==> config.mk <==
export PLATFORM = sky130hd
export DESIGN_NAME = flash_bus_frontend
export DESIGN_NICKNAME = d
export VERILOG_FILES = /design/src/rtl/flash_fe_pkg.sv /design/src/rtl/fe_strobe_dec.sv /design/src/rtl/fe_busy_timer.sv /design/src/rtl/fe_cell_array.sv /design/src/rtl/flash_bus_frontend.sv
export SDC_FILE = /design/constraint.sdc
export NUM_CORES = 2
export LEC_CHECK = 0
export CAP_MARGIN = 20
export CORE_MARGIN = 5
export CORE_UTILIZATION = 38
export DETAILED_ROUTE_END_ITERATION = 6
export DONT_BUFFER_PORTS = 1
export GPL_ROUTABILITY_DRIVEN = 0
export MAX_ROUTING_LAYER = met4
export PLACE_DENSITY = 0.51
export SLEW_MARGIN = 25
export SYNTH_ARGS = -nofsm -noshare
export SYNTH_HDL_FRONTEND = slang
export SYNTH_SLANG_ARGS = --single-unit
==> constraint.sdc <==
create_clock -name clk -period 4.2 [get_ports clk]
set_input_delay 0.84 -clock clk [delete_from_list [all_inputs] [get_ports clk]]
set_output_delay 0.84 -clock clk [all_outputs]
set_load 0.1 [all_outputs]
==> src/rtl/flash_fe_pkg.sv <==
`timescale 1ns/100ps
package flash_fe_pkg;

   typedef enum logic [2:0] {
      ST_IDLE,
      ST_ADDR,
      ST_PDATA,
      ST_EWAIT,
      ST_READ,
      ST_STATUS
   } fe_state_e;

   typedef enum logic [1:0] {
      OP_RD,
      OP_PG,
      OP_ER
   } fe_op_e;

   localparam logic [7:0] C_READ   = 8'h00;
   localparam logic [7:0] C_PROG   = 8'h80;
   localparam logic [7:0] C_PCONF  = 8'h10;
   localparam logic [7:0] C_ERASE  = 8'h60;
   localparam logic [7:0] C_ECONF  = 8'hD0;
   localparam logic [7:0] C_STATUS = 8'h70;

endpackage

==> src/rtl/fe_strobe_dec.sv <==
`timescale 1ns/100ps
module fe_strobe_dec (
   input  logic clk,
   input  logic rst_n,
   input  logic sel_n,
   input  logic cmd_lat,
   input  logic adr_lat,
   input  logic wstb_n,
   input  logic rstb_n,
   output logic cmd_stb,
   output logic addr_stb,
   output logic data_stb,
   output logic err_stb,
   output logic rd_adv
);
   logic wstb_prev;
   logic rstb_prev;
   logic w_rise;

   always_ff @(posedge clk or negedge rst_n) begin
      if (!rst_n) begin
         wstb_prev <= 1'b1;
         rstb_prev <= 1'b1;
      end else begin
         wstb_prev <= wstb_n;
         rstb_prev <= rstb_n;
      end
   end

   assign w_rise   = ~sel_n & wstb_n & ~wstb_prev;
   assign err_stb  = w_rise &  cmd_lat &  adr_lat;
   assign cmd_stb  = w_rise &  cmd_lat & ~adr_lat;
   assign addr_stb = w_rise & ~cmd_lat &  adr_lat;
   assign data_stb = w_rise & ~cmd_lat & ~adr_lat;
   assign rd_adv   = ~sel_n & rstb_n & ~rstb_prev;

endmodule

==> src/rtl/fe_busy_timer.sv <==
`timescale 1ns/100ps
module fe_busy_timer #(
   parameter int CNT_W = 16
) (
   input  logic             clk,
   input  logic             rst_n,
   input  logic             load,
   input  logic [CNT_W-1:0] load_val,
   output logic             busy
);
   logic [CNT_W-1:0] cnt_q;

   always_ff @(posedge clk or negedge rst_n) begin
      if (!rst_n)
         cnt_q <= '0;
      else if (load)
         cnt_q <= load_val;
      else if (cnt_q != '0)
         cnt_q <= cnt_q - 1'b1;
   end

   assign busy = (cnt_q != '0);

   // a running period shortens by exactly one per cycle
   a_r7_busy_countdown: assert property (@(posedge clk) disable iff (!rst_n)
      (busy && !load) |=> (cnt_q == $past(cnt_q) - 1'b1));

endmodule

==> src/rtl/fe_cell_array.sv <==
`timescale 1ns/100ps
module fe_cell_array #(
   parameter int         DEPTH_W  = 7,
   parameter int         SECTOR_W = 3,
   parameter logic [7:0] INIT_XOR = 8'h5A
) (
   input  logic                        clk,
   input  logic                        rst_n,
   input  logic                        wr_en,
   input  logic [DEPTH_W-1:0]          wr_idx,
   input  logic [7:0]                  wr_data,
   input  logic                        ers_en,
   input  logic [DEPTH_W-SECTOR_W-1:0] ers_sec,
   input  logic [DEPTH_W-1:0]          rd_idx,
   output logic [7:0]                  rd_data
);
   localparam int DEPTH = 1 << DEPTH_W;
   localparam int SEC_W = DEPTH_W - SECTOR_W;

   logic [7:0] cells [DEPTH];

   for (genvar i = 0; i < DEPTH; i++) begin : g_cell
      localparam logic [7:0] RST_V = 8'(i) ^ INIT_XOR;
      logic [7:0] cell_q;

      always_ff @(posedge clk or negedge rst_n) begin
         if (!rst_n)
            cell_q <= RST_V;
         else if (wr_en && (wr_idx == DEPTH_W'(i)))
            cell_q <= wr_data;
         else if (ers_en && (ers_sec == SEC_W'(i >> SECTOR_W)))
            cell_q <= 8'hFF;
      end

      assign cells[i] = cell_q;
   end

   assign rd_data = cells[rd_idx];

endmodule

==> src/rtl/flash_bus_frontend.sv <==
`timescale 1ns/100ps
module flash_bus_frontend
   import flash_fe_pkg::*;
#(
   parameter int         DEPTH_W     = 7,
   parameter int         SECTOR_W    = 3,
   parameter int         ADDR_CYCLES = 3,
   parameter int         CNT_W       = 16,
   parameter int         READ_CYC    = 6,
   parameter int         PROG_CYC    = 40,
   parameter int         ERASE_CYC   = 30,
   parameter bit         AUTO_READ   = 1'b1,
   parameter logic [7:0] INIT_XOR    = 8'h5A
) (
   input  logic       clk,
   input  logic       rst_n,
   input  logic       sel_n,
   input  logic       cmd_lat,
   input  logic       adr_lat,
   input  logic       wstb_n,
   input  logic       rstb_n,
   input  logic       lock_n,
   input  logic [7:0] io_in,
   output logic [7:0] io_out,
   output logic       io_oe,
   output logic       rb_low,
   output logic       seq_err
);
   localparam int PTR_W  = 8 * ADDR_CYCLES;
   localparam int ACNT_W = $clog2(ADDR_CYCLES + 1);
   localparam int SEC_W  = DEPTH_W - SECTOR_W;

   initial begin
      assert (DEPTH_W >= SECTOR_W + 2) else $error("array must hold four sectors");
      assert (DEPTH_W < PTR_W) else $error("pointer must exceed array index");
      assert (READ_CYC > 0 && PROG_CYC > 0 && ERASE_CYC > 0) else $error("cycle counts must be positive");
      assert (ERASE_CYC < (1 << CNT_W) && PROG_CYC < (1 << CNT_W) && READ_CYC < (1 << CNT_W))
         else $error("CNT_W too narrow");
   end

   // ---------------- reset-state variant ----------------
   fe_state_e st_rst;
   if (AUTO_READ) begin : g_auto
      assign st_rst = ST_READ;
   end else begin : g_manual
      assign st_rst = ST_IDLE;
   end

   // ---------------- strobe decode ----------------
   logic cmd_stb, addr_stb, data_stb, err_stb, rd_adv;

   fe_strobe_dec u_dec (
      .clk      (clk),
      .rst_n    (rst_n),
      .sel_n    (sel_n),
      .cmd_lat  (cmd_lat),
      .adr_lat  (adr_lat),
      .wstb_n   (wstb_n),
      .rstb_n   (rstb_n),
      .cmd_stb  (cmd_stb),
      .addr_stb (addr_stb),
      .data_stb (data_stb),
      .err_stb  (err_stb),
      .rd_adv   (rd_adv)
   );

   // ---------------- state ----------------
   fe_state_e         st_q;
   fe_op_e            op_q;
   logic [PTR_W-1:0]  ptr_q;
   logic [ACNT_W-1:0] acnt_q;
   logic              err_q;
   logic              busy;

   logic last_a, in_range;
   logic go_read, go_pconf, go_econf, go_store;
   logic tmr_load;
   logic [CNT_W-1:0] tmr_val;
   logic [7:0] arr_rd;

   assign last_a   = (acnt_q == ACNT_W'(ADDR_CYCLES - 1));
   assign in_range = ~|ptr_q[PTR_W-1:DEPTH_W];

   assign go_read  = addr_stb & ~busy & (st_q == ST_ADDR) & last_a & (op_q == OP_RD);
   assign go_pconf = cmd_stb & ~busy & (io_in == C_PCONF) & (st_q == ST_PDATA);
   assign go_econf = cmd_stb & ~busy & (io_in == C_ECONF) & (st_q == ST_EWAIT);
   assign go_store = data_stb & ~busy & (st_q == ST_PDATA);

   assign tmr_load = go_read | go_pconf | go_econf;
   assign tmr_val  = go_pconf ? CNT_W'(PROG_CYC) :
                     go_econf ? CNT_W'(ERASE_CYC) : CNT_W'(READ_CYC);

   always_ff @(posedge clk or negedge rst_n) begin
      if (!rst_n) begin
         st_q   <= st_rst;
         op_q   <= OP_RD;
         ptr_q  <= '0;
         acnt_q <= '0;
         err_q  <= 1'b0;
      end else begin
         if (err_stb)
            err_q <= 1'b1;
         if (cmd_stb) begin
            if (io_in == C_STATUS) begin
               st_q <= ST_STATUS;
            end else if (!busy) begin
               case (io_in)
                  C_READ: begin
                     st_q <= ST_ADDR; op_q <= OP_RD;
                     ptr_q <= '0; acnt_q <= '0; err_q <= 1'b0;
                  end
                  C_PROG: if (lock_n) begin
                     st_q <= ST_ADDR; op_q <= OP_PG;
                     ptr_q <= '0; acnt_q <= '0; err_q <= 1'b0;
                  end
                  C_ERASE: if (lock_n) begin
                     st_q <= ST_ADDR; op_q <= OP_ER;
                     ptr_q <= '0; acnt_q <= '0; err_q <= 1'b0;
                  end
                  C_PCONF: if (st_q == ST_PDATA) st_q <= ST_IDLE;
                  C_ECONF: if (st_q == ST_EWAIT) st_q <= ST_IDLE;
                  default: ;
               endcase
            end
         end else if (addr_stb && !busy && st_q == ST_ADDR) begin
            for (int b = 0; b < ADDR_CYCLES; b++)
               if (acnt_q == ACNT_W'(b))
                  ptr_q[8*b +: 8] <= io_in;
            acnt_q <= acnt_q + 1'b1;
            if (last_a) begin
               case (op_q)
                  OP_PG:   st_q <= ST_PDATA;
                  OP_ER:   st_q <= ST_EWAIT;
                  default: st_q <= ST_READ;
               endcase
            end
         end else if (go_store) begin
            ptr_q <= ptr_q + 1'b1;
         end else if (rd_adv && !busy && st_q == ST_READ) begin
            ptr_q <= ptr_q + 1'b1;
         end
      end
   end

   // ---------------- busy timer and array ----------------
   fe_busy_timer #(.CNT_W(CNT_W)) u_tmr (
      .clk      (clk),
      .rst_n    (rst_n),
      .load     (tmr_load),
      .load_val (tmr_val),
      .busy     (busy)
   );

   fe_cell_array #(
      .DEPTH_W  (DEPTH_W),
      .SECTOR_W (SECTOR_W),
      .INIT_XOR (INIT_XOR)
   ) u_arr (
      .clk     (clk),
      .rst_n   (rst_n),
      .wr_en   (go_store & in_range),
      .wr_idx  (ptr_q[DEPTH_W-1:0]),
      .wr_data (io_in),
      .ers_en  (go_econf & in_range),
      .ers_sec (ptr_q[DEPTH_W-1:SECTOR_W]),
      .rd_idx  (ptr_q[DEPTH_W-1:0]),
      .rd_data (arr_rd)
   );

   // ---------------- bus outputs ----------------
   logic [7:0] status_b;
   assign status_b = {lock_n, ~busy, 5'b0, err_q};

   always_comb begin
      if (st_q == ST_STATUS)
         io_out = status_b;
      else if (st_q == ST_READ && !busy && in_range)
         io_out = arr_rd;
      else
         io_out = 8'hFF;
   end

   assign io_oe   = ~sel_n & ~rstb_n;
   assign rb_low  = busy;
   assign seq_err = err_q;

   // ---------------- assertions ----------------
   // strobes other than status are ignored while busy
   a_r8_busy_ignores: assert property (@(posedge clk) disable iff (!rst_n)
      (busy && (addr_stb || data_stb || (cmd_stb && io_in != C_STATUS)))
      |=> ($stable(st_q) && $stable(ptr_q)));

   // protected program/erase setup leaves the state alone
   a_r6_lock_refuse: assert property (@(posedge clk) disable iff (!rst_n)
      (cmd_stb && !lock_n && !busy && (io_in == C_PROG || io_in == C_ERASE))
      |=> ($stable(st_q) && !busy));

   // a double-select strobe sets the flag
   a_r10_err_set: assert property (@(posedge clk) disable iff (!rst_n)
      err_stb |=> seq_err);

   // deselected and idle means nothing moves
   a_r12_standby_hold: assert property (@(posedge clk) disable iff (!rst_n)
      (sel_n && !busy) |=> ($stable(st_q) && $stable(ptr_q) && !busy));

endmodule

# == Word level (Yosys, flattened, before mapping) ==
# Cells that the tools add are included.
# totals
output_inout_bits,11
wordCells,835
ff_bits,1074
in_bits,16
# classes
add_sub_neg,3
reduce_logical,299
bitwise,35
n_eq_ne,170
order_cmp,1
muxes,189
# op_table
cell,n
$mux W8,151
$eq A7 B7 Y1 const B,64
$reduce_bool A2 Y1,131
$eq A7 B6 Y1 const B,32
$mux W24,7
$logic_and A1 B1 Y1,150
$eq A7 B5 Y1 const B,16
$bmux W8 S7,1
$eq A7 B4 Y1 const B,8
$pmux W24 S2,1
$eq A4 B4 Y1 const B,8
$mux W16,2
$eq A7 B3 Y1 const B,4
$add A24 B1 Y24 const B,1
$and A1 B1 Y1,24
$mux W3,8
$reduce_and A6 Y1,4
$reduce_or A17 Y1,1
$eq A4 B3 Y1 const B,4
$eq A8 B7 Y1 const B,2
$eq A8 B8 Y1 const B,2
$reduce_bool A16 Y1,1
$sub A16 B1 Y16 const B,1
$eq A7 B2 Y1 const B,2
other kinds (39),72

# == Logic depth before layout (Yosys ltp) ==
# depth
ltp_word,12
mapped_depth,14
depth_no_buf,10

# == Cells and area by module ==
# From an unflattened synthesis, not the netlist that was laid out.
# unflattened
hier_cells,4500
area_unflattened_um2,50613.5
# by_module_without_submodules
mod,area_per_inst_um2,cells_each,instances,seq_area_each_um2
fe_cell_array,46908.7,4068,1,26185.1
flash_bus_frontend,2592.5,317,1,802.0
fe_busy_timer,1007.2,105,1,400.4
fe_strobe_dec,105.1,10,1,52.6

# == Worst setup path after synthesis ==
# No wires, ideal clock.
# synth_timing
path_kind,reg-to-output
start,register ptr_q[0]
end,output io_out[2]
arrival_ns,4.520
required_time_ns,3.360
slack_ns,-1.160
stages_incl_launch_ff,13
cell_sequence,dfrtp_1 > clkbuf_1 > buf_2 > buf_2 > buf_2 > inv_1 > buf_2 > buf_1 > o21ai_0 > o2111ai_1 > o21ai_0 > o221ai_1 > a21boi_0
# synth_via
elab_chain_cells,6
# synth_rtl
element,line,rtl
start: declaration,flash_bus_frontend.sv:70,logic [PTR_W-1:0] ptr_q;
start signal: indexed assignment,flash_bus_frontend.sv:128,ptr_q[8*b +: 8] <= io_in;
start signal: assignment,flash_bus_frontend.sv:138,ptr_q <= ptr_q + 1'b1;
start signal: assignment,flash_bus_frontend.sv:140,ptr_q <= ptr_q + 1'b1;
$not A7 Y8 (implied by the code),fe_cell_array.sv:38,assign rd_data = cells[rd_idx];
$bmux W8 S7,fe_cell_array.sv:38,
$mux W8 (implied by the code) (2 in a row),fe_cell_array.sv:38,
$mux W8,flash_bus_frontend.sv:177,else if (st_q == ST_READ && !busy && in_range)
$mux W8,flash_bus_frontend.sv:175,if (st_q == ST_STATUS)
end: declaration,flash_bus_frontend.sv:24,"output logic [7:0] io_out,"
# Every way passes these cells. The select of a mux whose other input is x is not followed.

# == Worst setup path in the final report ==
# layout_timing
start,register ptr_q[2]
end,output io_out[5]
# Same word-level chain as after synthesis.

==> results.py <==
metrics = {
    "status": {
        "outcome": "complete, but fails checks",
        "violations": "DRC, setup timing",
    },
    "job": {
        "maxCapViolCount": 0,
    },
    "logic_synthesis": {
        "yosys_most_used_dff": "dfrtp_1",
        "synthTopCellsByArea": "dfrtp_1 29%, dfstp_2 22%, nor2_1 14%",
        "synth.largest_area_cell": "dfrtp_1",
        "synth_seq_cells": 1074,
        "ys_types": 80,
        "synth_top_area_share_pct": 29.07,
        "synth_async_sr_flop_share_pct": 100.0,
        "yosysWarnings": 0,
        "synth_edf_count": 0,
        "netlist_instances": 5701,
        "netlist_area_sq_mm": 0.05363,
        "synth_fp_nets": 5728,
        "yosysSeqAreaShare_pct": 51.17,
        "syn_area_per_cell_sq_um": 9.407,
    },
    "clock_network": {
        "clk_pin_slew_ns": 0.07,
        "numClockSinks": 1074,
        "cts_tree": "done",
        "h-tree-depth": 3,
        "clk_latency_ns": 0.78,
        "root_buffer": "clkbuf_16",
        "cts_buffer_depth": 3,
        "numCtsBuffers": 119,
    },
    "final_layout": {
        "fill_cells": 13490,
        "layout_commonest_cell": "nor2_1",
        "drive_gt1_share_pct": 22.83,
        "regArea_sq_mm": 0.02746,
        "final_cell_mix": "1938 x nor2_1, 922 x nor3_1, 618 x dfrtp_1",
        "nNetsFinal": 5743,
        "synthToLayoutAreaGrowth_pct": 15.55,
        "finalNonFillerCells": 7706,
        "multiInputGateArea_sq_mm": 0.02506,
    },
    "worst_setup_path": {
        "critPathMaxStageDelay_ns": 0.63,
        "crit_fanout": 22,
        "cp.required_ns": 3.36,
        "rrSetupSlack_ns": 0.49,
        "rr_endpoint": "u_arr.g_cell[68].cell_q[0]",
        "worstReg2RegStart": "ptr_q[0]",
        "arrival_ns": 3.84,
        "cp-end-kind": "output pin",
        "critical_path_class": "register to output pin",
        "crit_chain": "buf_4 > nor2b_1 > nand2_1 > o22ai_2 > nor3b_2 > o32ai_2 > a21oi_2 > buf_4 > buf_12",
        "crit_slowest_cell": "dfrtp_4",
        "startpoint_type": "register",
        "r2r_cells": 9,
        "cp_common_cell": "buf_4",
    },
    "timing": {
        "skew_ns": 0.05694,
        "finalWorstSetupSlack_ns": -0.4762,
        "timing.hold.ws_ns": 0.07250,
        "period_share_pct": 111.3,
        "drv_slew": 0,
        "grt_setup_unrepaired": "true",
        "worstMarginPinSlew_ns": 1.079,
        "finalCriticalPeriod_ns": 4.676,
        "fmax_ghz": 0.2138,
        "hold_viol": 0,
        "relSlewSlack_pct": 28.04,
        "finalSetupViolations": 8,
    },
    "route": {
        "wl_per_cell_um": 27.01,
        "vias": 44590,
        "vias_per_cell": 5.787,
        "drt_iter0_drc": 5081,
        "wl_um": 208100,
        "first_pass_iters": 7,
        "ant_nets": 0,
        "route.detailed.drc": 1,
    },
    "power": {
        "leakagePower_nw": 26.36,
        "worst_ir_drop_vdd_mv": 0.3348,
        "power_density_mw_per_mm2": 390.5,
    },
    "global_routing": {
        "antenna_found_initial": 10,
        "overflow": 0,
        "grt.total_usage_pct": 28.48,
        "grt_pass1_wl_um": 306100,
        "grt_max_degree": 192,
        "grt_pass1_vias": 43230,
    },
    "worst_hold_path": {
        "hold_start": "wstb_n",
        "hold-path-endpoint": "u_dec.wstb_prev",
        "holdCritPathClass": "input pin to register",
        "min_path_cells": 0,
    },
    "placed_design": {
        "place_hpwl_um": 132200,
        "numPlacedInstances": 7445,
        "io_buffers": 0,
    },
    "floorplanning": {
        "initial_core_util_pct": 38.34,
        "ios": 27,
        "core_area_sq_mm": 0.1399,
        "die_h_um": 385.7,
        "die_x_um": 385.7,
        "num_rows": 137,
        "design.die.area_sq_mm": 0.1487,
    },
}
==> routing by layer <==
layer / GRT usage, % / routed length (um) / share of wire, % / vias up
li1: - / - / - / 19690
met1: 38.56 / 88930 / 43 / 22660
met2: 41.72 / 92350 / 44 / 1838
met3: 6.035 / 17570 / 8.4 / 405
met4: 11.94 / 9283 / 4.5 / 0
met5: - / 0 / 0 / -
==> worst max-delay path by stage <==
stage,from,end,cells after the start
after floorplan,ptr_q[0],io_out[2],12
after global placement,ptr_q[1],io_out[6],9
after detailed placement,ptr_q[1],io_out[2],10
after CTS,ptr_q[0],io_out[3],8
after global routing,ptr_q[0],io_out[3],9
final,ptr_q[2],io_out[5],9
==> worst max-delay path: cells and delay by family, from the launching register on <==
family / cells / cell delay, ns
simple gates: 3 / 1.11
compound gates: 3 / 0.69
buf+inv: 3 / 0.58
flops: 1 / 0.63
==> metrics by stage <==
step | worst slack, ns | util [%] | setup TNS (ns) | area, sq um | total power, mW
after detailed placement | 0.1408 | 40.86 | 0 | 57150 | 13.39
after global placement | 0.07386 | 40.72 | 0 | 56960 | 13.14
after CTS | -0.3974 | 44.15 | -2.930 | 61760 | 24.30
after global routing | -0.4286 | 44.30 | -3.069 | 61960 | 24.92
after floorplan | -0.4243 | - | -0.4243 | 53640 | 12.38
final | -0.4762 | 44.30 | -2.917 | 61970 | 24.20
==> layout make-up <==
class	instances	share of cell area (%)
Sequential cell	1074	44.31
Multi-Input combinational cell	4236	40.44
Clock buffer	187	5.734
Timing Repair Buffer	272	5.040
Tap cell	1876	3.788
Clock inverter	39	0.5593
Inverter	13	0.08884
Antenna cell	9	0.03634
==> what timing repair did <==
| action | CTS | global route |
|---|---|---|
| endpoints found under the hold margin | 0 | 20 |
| hold buffers | 0 | 1 |
| gates cloned | 8 | 1 |
| resized for setup | 69 | 16 |
| endpoints found under the setup margin | 8 | 8 |
| pin swaps | 16 | 2 |
| buffers inserted | 12 | 2 |
==> report_power, final <==
group / total [mW] / internal (mW) / switching (mW)
Clock: 10.6 / 5.98 / 4.57
Combinational: 2.97 / 1.23 / 1.74
Sequential: 10.7 / 10.6 / 0.114
Total: 24.2 / 17.8 / 6.43
==> sequential cells by signal, indices dropped and copies added (netlist names) <==
name,flops
acnt_q,2
seq_err,1
ptr_q,24
u_dec.rstb_prev,1
u_arr.g_cell.cell_q,1024
op_q,2
st_q,3
u_dec.wstb_prev,1
u_tmr.cnt_q,16
==> synth_stat cells (6+ instances only) <==
cell / count
a211oi_1: 8
a21o_1: 7
a21oi_1: 271
a22oi_1: 51
a31oi_1: 8
and2_1: 19
and3_1: 16
buf_1: 41
buf_2: 90
buf_4: 15
clkbuf_1: 229
dfrtp_1: 623
dfstp_2: 451
ha_1: 11
inv_1: 12
mux2_2: 11
mux2i_1: 116
mux4_2: 226
nand2_1: 245
nand2b_1: 12
nand3_1: 43
nand4_1: 20
nor2_1: 1956
nor2_2: 17
nor2_4: 22
nor2_8: 18
nor2b_1: 8
nor3_1: 927
nor3_2: 11
nor3_4: 8
nor4_1: 8
o21ai_0: 34
o21ai_1: 15
o22ai_1: 18
o31a_1: 6
o31ai_1: 6
or3_1: 13
xor2_1: 10
==> cell families after synthesis <==
| kind of cell | count (synthesis) | share of synthesized area, % |
|---|---|---|
| compound gates | 469 | 5.163 |
| fa+ha+maj | 11 | 0.2566 |
| flops | 1074 | 51.17 |
| mux | 353 | 11.89 |
| simple gates | 3388 | 28.16 |
| xor+xnor | 15 | 0.2450 |
| buf+inv | 391 | 3.126 |
(Power assumes the default switching activity.)
